File: src/rtl/ftc_pkg.sv
package ftc_pkg;

    typedef enum logic [1:0] {
        ST_IDLE    = 2'd0,
        ST_ARMED   = 2'd1,
        ST_WAITING = 2'd2,
        ST_RUNNING = 2'd3
    } ftc_state_e;

endpackage

File: src/rtl/ftc_pos_counter.sv
module ftc_pos_counter #(
    parameter int CNT_W = 32
) (
    input  logic             clk,
    input  logic             rst_n,
    input  logic             clr,
    input  logic             inc,
    input  logic [CNT_W-1:0] delay_len,
    input  logic [CNT_W-1:0] frame_len,
    output logic [CNT_W-1:0] count,
    output logic             delay_done,
    output logic             frame_last
);
    localparam int EXT_W = CNT_W + 1;

    logic [EXT_W-1:0] count_plus;

    assign count_plus = {1'b0, count} + EXT_W'(1);

    // A programmed length of zero behaves like one.
    assign delay_done = count_plus >= {1'b0, delay_len};
    assign frame_last = count_plus >= {1'b0, frame_len};

    always_ff @(posedge clk) begin
        if (!rst_n) begin
            count <= '0;
        end else if (clr) begin
            count <= '0;
        end else if (inc) begin
            count <= count_plus[CNT_W-1:0];
        end
    end

endmodule

File: src/rtl/ftc_burst_tracker.sv
module ftc_burst_tracker #(
    parameter int BURST_W = 32
) (
    input  logic               clk,
    input  logic               rst_n,
    input  logic               clr,
    input  logic               inc,
    input  logic [BURST_W-1:0] burst_total,
    output logic               final_frame
);
    localparam int EXT_W = BURST_W + 1;

    logic [BURST_W-1:0] frames_done;
    logic [EXT_W-1:0]   frames_plus;

    assign frames_plus = {1'b0, frames_done} + EXT_W'(1);

    // Zero total selects endless operation.
    assign final_frame = (burst_total != '0) && (frames_plus == {1'b0, burst_total});

    always_ff @(posedge clk) begin
        if (!rst_n) begin
            frames_done <= '0;
        end else if (clr) begin
            frames_done <= '0;
        end else if (inc) begin
            frames_done <= frames_plus[BURST_W-1:0];
        end
    end

endmodule

File: src/rtl/ftc_sequencer.sv
module ftc_sequencer
    import ftc_pkg::*;
(
    input  logic       clk,
    input  logic       rst_n,
    input  logic       enable,
    input  logic       sync_pulse,
    input  logic       sync_rezero,
    input  logic       delay_done,
    input  logic       frame_last,
    input  logic       final_frame,
    output ftc_state_e state,
    output logic       pos_clr,
    output logic       pos_inc,
    output logic       burst_clr,
    output logic       burst_inc,
    output logic       frame_end
);
    ftc_state_e state_nxt;
    logic       enable_q;
    logic       arm_edge;
    logic       rezero;

    assign arm_edge = enable && !enable_q;
    assign rezero   = sync_pulse && sync_rezero;

    // State register
    always_ff @(posedge clk) begin
        if (!rst_n) begin
            state    <= ST_IDLE;
            enable_q <= 1'b0;
        end else begin
            state    <= state_nxt;
            enable_q <= enable;
        end
    end

    // Transitions and counter actions
    always_comb begin
        state_nxt = state;
        pos_clr   = 1'b0;
        pos_inc   = 1'b0;
        burst_clr = 1'b0;
        burst_inc = 1'b0;
        if (!enable) begin
            state_nxt = ST_IDLE;
            pos_clr   = 1'b1;
            burst_clr = 1'b1;
        end else begin
            unique case (state)
                ST_IDLE: begin
                    pos_clr   = 1'b1;
                    burst_clr = 1'b1;
                    if (arm_edge) state_nxt = ST_ARMED;
                end
                ST_ARMED: begin
                    pos_clr = 1'b1;
                    if (sync_pulse) state_nxt = ST_WAITING;
                end
                ST_WAITING: begin
                    if (rezero) begin
                        pos_clr = 1'b1;
                    end else if (delay_done) begin
                        pos_clr   = 1'b1;
                        state_nxt = ST_RUNNING;
                    end else begin
                        pos_inc = 1'b1;
                    end
                end
                ST_RUNNING: begin
                    if (rezero) begin
                        pos_clr = 1'b1;
                    end else if (frame_last) begin
                        pos_clr   = 1'b1;
                        burst_inc = 1'b1;
                        if (final_frame) begin
                            burst_clr = 1'b1;
                            state_nxt = ST_IDLE;
                        end
                    end else begin
                        pos_inc = 1'b1;
                    end
                end
                default: state_nxt = ST_IDLE;
            endcase
        end
    end

    // Output strobe
    always_comb begin
        frame_end = enable && (state == ST_RUNNING) && frame_last && !rezero;
    end

endmodule

File: src/rtl/frame_timing_ctrl.sv
module frame_timing_ctrl
    import ftc_pkg::*;
#(
    parameter int CNT_W   = 32,
    parameter int BURST_W = 32
) (
    input  logic               clk,
    input  logic               rst_n,
    input  logic               enable,
    input  logic               sync_pulse,
    input  logic               sync_rezero,
    input  logic [CNT_W-1:0]   startup_delay,
    input  logic [CNT_W-1:0]   frame_len,
    input  logic [BURST_W-1:0] burst_total,
    output logic               running,
    output logic [CNT_W-1:0]   position,
    output logic               frame_end,
    output logic [1:0]         state_code
);
    ftc_state_e state;
    logic       pos_clr, pos_inc, burst_clr, burst_inc;
    logic       delay_done, frame_last, final_frame;

    ftc_sequencer seq_i (
        .clk         (clk),
        .rst_n       (rst_n),
        .enable      (enable),
        .sync_pulse  (sync_pulse),
        .sync_rezero (sync_rezero),
        .delay_done  (delay_done),
        .frame_last  (frame_last),
        .final_frame (final_frame),
        .state       (state),
        .pos_clr     (pos_clr),
        .pos_inc     (pos_inc),
        .burst_clr   (burst_clr),
        .burst_inc   (burst_inc),
        .frame_end   (frame_end)
    );

    ftc_pos_counter #(.CNT_W(CNT_W)) pos_i (
        .clk        (clk),
        .rst_n      (rst_n),
        .clr        (pos_clr),
        .inc        (pos_inc),
        .delay_len  (startup_delay),
        .frame_len  (frame_len),
        .count      (position),
        .delay_done (delay_done),
        .frame_last (frame_last)
    );

    ftc_burst_tracker #(.BURST_W(BURST_W)) burst_i (
        .clk         (clk),
        .rst_n       (rst_n),
        .clr         (burst_clr),
        .inc         (burst_inc),
        .burst_total (burst_total),
        .final_frame (final_frame)
    );

    assign running    = (state == ST_RUNNING);
    assign state_code = state;

endmodule

File: config.mk
export PLATFORM = sky130hd
export DESIGN_NAME = frame_timing_ctrl
export DESIGN_NICKNAME = d
export VERILOG_FILES = /design/src/rtl/ftc_pkg.sv /design/src/rtl/ftc_pos_counter.sv /design/src/rtl/ftc_burst_tracker.sv /design/src/rtl/ftc_sequencer.sv /design/src/rtl/frame_timing_ctrl.sv
export SDC_FILE = /design/constraint.sdc
export NUM_CORES = 1
export LEC_CHECK = 0
export CAP_MARGIN = 15
export CORE_ASPECT_RATIO = 1.25
export CORE_UTILIZATION = 45
export CTS_CLUSTER_DIAMETER = 40
export DETAILED_ROUTE_END_ITERATION = 7
export PLACE_DENSITY = 0.75
export SLEW_MARGIN = 20
export SYNTH_ARGS = -nofsm -noshare
export SYNTH_HDL_FRONTEND = slang
export SYNTH_SLANG_ARGS = --single-unit
File: constraint.sdc
create_clock -name clk -period 13.76 [get_ports clk]
set_clock_uncertainty 0.2 [all_clocks]
set_input_delay 1.376 -clock clk [delete_from_list [all_inputs] [get_ports clk]]
set_output_delay 1.376 -clock clk [all_outputs]
set_load 0.005 [all_outputs]
==> results.cfg <==
[min_path]
min_path_cells = 2
hold_class = flip-flop to flip-flop
min-delay-start = seq_i.state[1]$_SDFFE_PN0P_
whs_endpoint = seq_i.state[1]$_SDFFE_PN0P_

[yosys]
synth_top_flop_cell = dfxtp_1
yosys_register_bits = 67
avgSynthCellArea_sq_um = 7.55
async_reset_ff_frac = 0
yosysSeqAreaShare = 0.221
netlist_instances = 804
syn-num-nets = 975
synth_edf_count = 0
ys_warn_count = 0
synth_area_sq_um = 6070
ys_types = 57

[power_and_ir_drop]
leakagePower_nw = 3.42
vdd_drop_max_mv = 0.0568
p_per_area_nw_per_um2 = 63.9
p_total_mw = 0.505

[worst_setup_path]
cp-end-kind = output pin
crit_arrival_ps = 5140
worstReg2RegEnd = pos_i.count[20]$_SDFFE_PP0P_
crit_path_start_kind = flip-flop
required_ps = 12180
worst-path-max-fanout = 33
r2r_start = pos_i.count[0]$_SDFFE_PP0P_
max_stage_delay_ps = 640
path_class = flip-flop to output pin
ff2ff_path_depth = 16
rrSetupSlack_ps = 8330
path_cells = ha_1 > nand3_1 > or4_1 > nor4_1 > nand2_1 > xor2_1 > inv_1 > ha_1 > a21oi_1 > nor2_1 > a211oi_1 > o21ai_0 > nor3_1 > a21o_1 > buf_4 > inv_1 > clkdlybuf4s50_1
cp_slowest_cell = nor4_1

[placed_design]
detailed_place_hpwl_um = 12700
gp_congestion = 0.899
io_buffers = 136
dp_cells = 1092

[routing]
first_iter_violations = 313
via_count = 5978
ant_nets = 0
avgRoutedWirePerCell_um = 14.2
drc = 0
wl_um = 15700
firstDrtPassIters = 5
routed_via_density = 5.40

[grt]
track_usage = 0.229
gr-total-overflow = 0
grt_max_degree = 34
grt_pass1_vias = 5559
grt_pass1_wl_um = 26000
grt_antenna_before_repair = 0

[cts]
h-tree-depth = 3
clkLatencyLatePin_ps = 340
cts_hold_buf = 0
tritoncts = done
cts_buffers = 9
ctsResizeCount = 0
cts_max_path_buffers = 2
cts.sinks = 67
post-cts-setup-buffer-count = 0
cts-root-buf = clkbuf_16
clkTransAtPathRegs_ps = 60

[sta]
hold_viol_final = 0
max_slew_margin = 0.343
max_freq_mhz = 149
rsz0062_at_grt = no
holdWs_ps = 328
min_period_ps = 6710
tns_ps = 0
setup_viol = 0
timing.final.crit_share = 0.488
drv_slew = 0
worst_pin_slew_ps = 986

[finish]
fin_cells = 1108
area_delta_synth_final_pct = 30.0
antenna_cells = 0
layout-drive-gt1-share = 0.0363
nets = 1103

[floorplan]
fp.coreArea_sq_um = 13200
io_pins = 137
die-area_sq_um = 14000
num_rows = 47
fp.dieW_um = 106
dieHeight_um = 132
start_util = 0.459

[job]
maxCapViolations = 0

[status]
status = complete, no violations
-- cells in the mapped netlist, types with 7 or more instances --
| library cell | number | area [sq um] |
|---|---|---|
| and4_1 | 11 | 96.3 |
| nand2_1 | 48 | 180 |
| nor3_1 | 19 | 95.1 |
| a211oi_1 | 8 | 60.1 |
| dfxtp_1 | 67 | 1340 |
| nand4_1 | 27 | 169 |
| inv_1 | 110 | 413 |
| xor2_1 | 24 | 210 |
| and2_1 | 7 | 43.8 |
| nor2_1 | 77 | 289 |
| a21o_1 | 9 | 67.6 |
| nor4_1 | 27 | 169 |
| ha_1 | 70 | 876 |
| and3_1 | 12 | 75.1 |
| a21oi_1 | 57 | 285 |
| xnor2_1 | 75 | 657 |
| nand3_1 | 37 | 185 |
| clkbuf_1 | 13 | 48.8 |
| o21ai_0 | 18 | 90.1 |
-- routing by layer --
metal | up-vias | track usage | routed length, um | share of wire
met5 | - | 0 | 0 | 0
met4 | 0 | 0.0702 | 281 | 0.018
met3 | 28 | 0.0331 | 966 | 0.061
met2 | 204 | 0.401 | 7650 | 0.49
met1 | 2680 | 0.287 | 6830 | 0.43
li1 | 3066 | - | - | -
-- worst max-delay path: cells and delay by family (launching register included) --
kind | cells | cell delay (ps)
buffers and inverters | 4 | 980
adder cells (fa/ha/maj) | 2 | 520
XOR/XNOR | 1 | 180
AO/OA/AOI/OAI | 4 | 640
AND/OR/NAND/NOR | 6 | 2020
flip-flops | 1 | 430
-- cell usage in the layout, fill, tap and decap left out, drive strengths merged, types with 6 or more instances in the layout --
cell           instances
clkdlybuf4s50        136
inv                  111
nor2                  77
xnor2                 76
ha                    70
dfxtp                 67
a21oi                 57
nand2                 48
nand3                 38
nand4                 30
nor4                  29
xor2                  24
nor3                  19
o21ai                 18
and3                  12
and4                  11
clkbuf                11
a21o                   9
a211oi                 8
and2                   7
or4                    7
nor2b                  6
nand2b                 6
nand4b                 6
-- state kept, by name (all words and copies together), names as in the netlist --
register	cells
burst_i.frames_done	32
pos_i.count	32
seq_i.state	2
seq_i.enable_q	1
-- through the flow --
step,worst slack [ps],instance area [sq um],utilization
2_1_floorplan,8430,6070,-
3_3_place_gp,7510,7580,0.573
3_5_place_dp,7430,7580,0.573
4_1_cts,7050,7890,0.596
5_1_grt,6650,7890,0.596
6_report,7050,7890,0.596
-- report_power, final --
group / total [mW] / switching (mW) / internal [mW]
clock: 0.238 / 0.0877 / 0.151
combinational: 0.0703 / 0.0286 / 0.0417
sequential: 0.196 / 0.000974 / 0.195
total: 0.505 / 0.117 / 0.387
-- logic make-up after synthesis --
kind of cell	count (synthesis)	share of synthesized area
adder cells (fa/ha/maj)	70	0.144
AND/OR/NAND/NOR	312	0.282
multiplexers	2	0.00330
XOR/XNOR	100	0.146
buffers and inverters	132	0.0829
flip-flops	67	0.221
AO/OA/AOI/OAI	121	0.122
-- worst max path at each step --
| stage | endpoint | cells past startpoint | start |
|---|---|---|---|
| 2_1_floorplan | frame_end | 17 | pos_i.count[0]$_SDFFE_PP0P_ |
| 3_3_place_gp | frame_end | 17 | pos_i.count[0]$_SDFFE_PP0P_ |
| 3_5_place_dp | frame_end | 17 | pos_i.count[0]$_SDFFE_PP0P_ |
| 4_1_cts | frame_end | 17 | pos_i.count[0]$_SDFFE_PP0P_ |
| 5_1_grt | frame_end | 17 | pos_i.count[0]$_SDFFE_PP0P_ |
| 6_report | frame_end | 17 | pos_i.count[0]$_SDFFE_PP0P_ |
-- final cells by class --
type                    count  area (sq um)
clock buffers              11           253
well taps                 171           214
flip-flops and latches     67          1340
inverters                 110           413
repair buffers            139          1380
clock inverters             5          60.1
fillers                  1248          5340
multi-input cells         605          4230
Power figures use the tool's default switching activity.
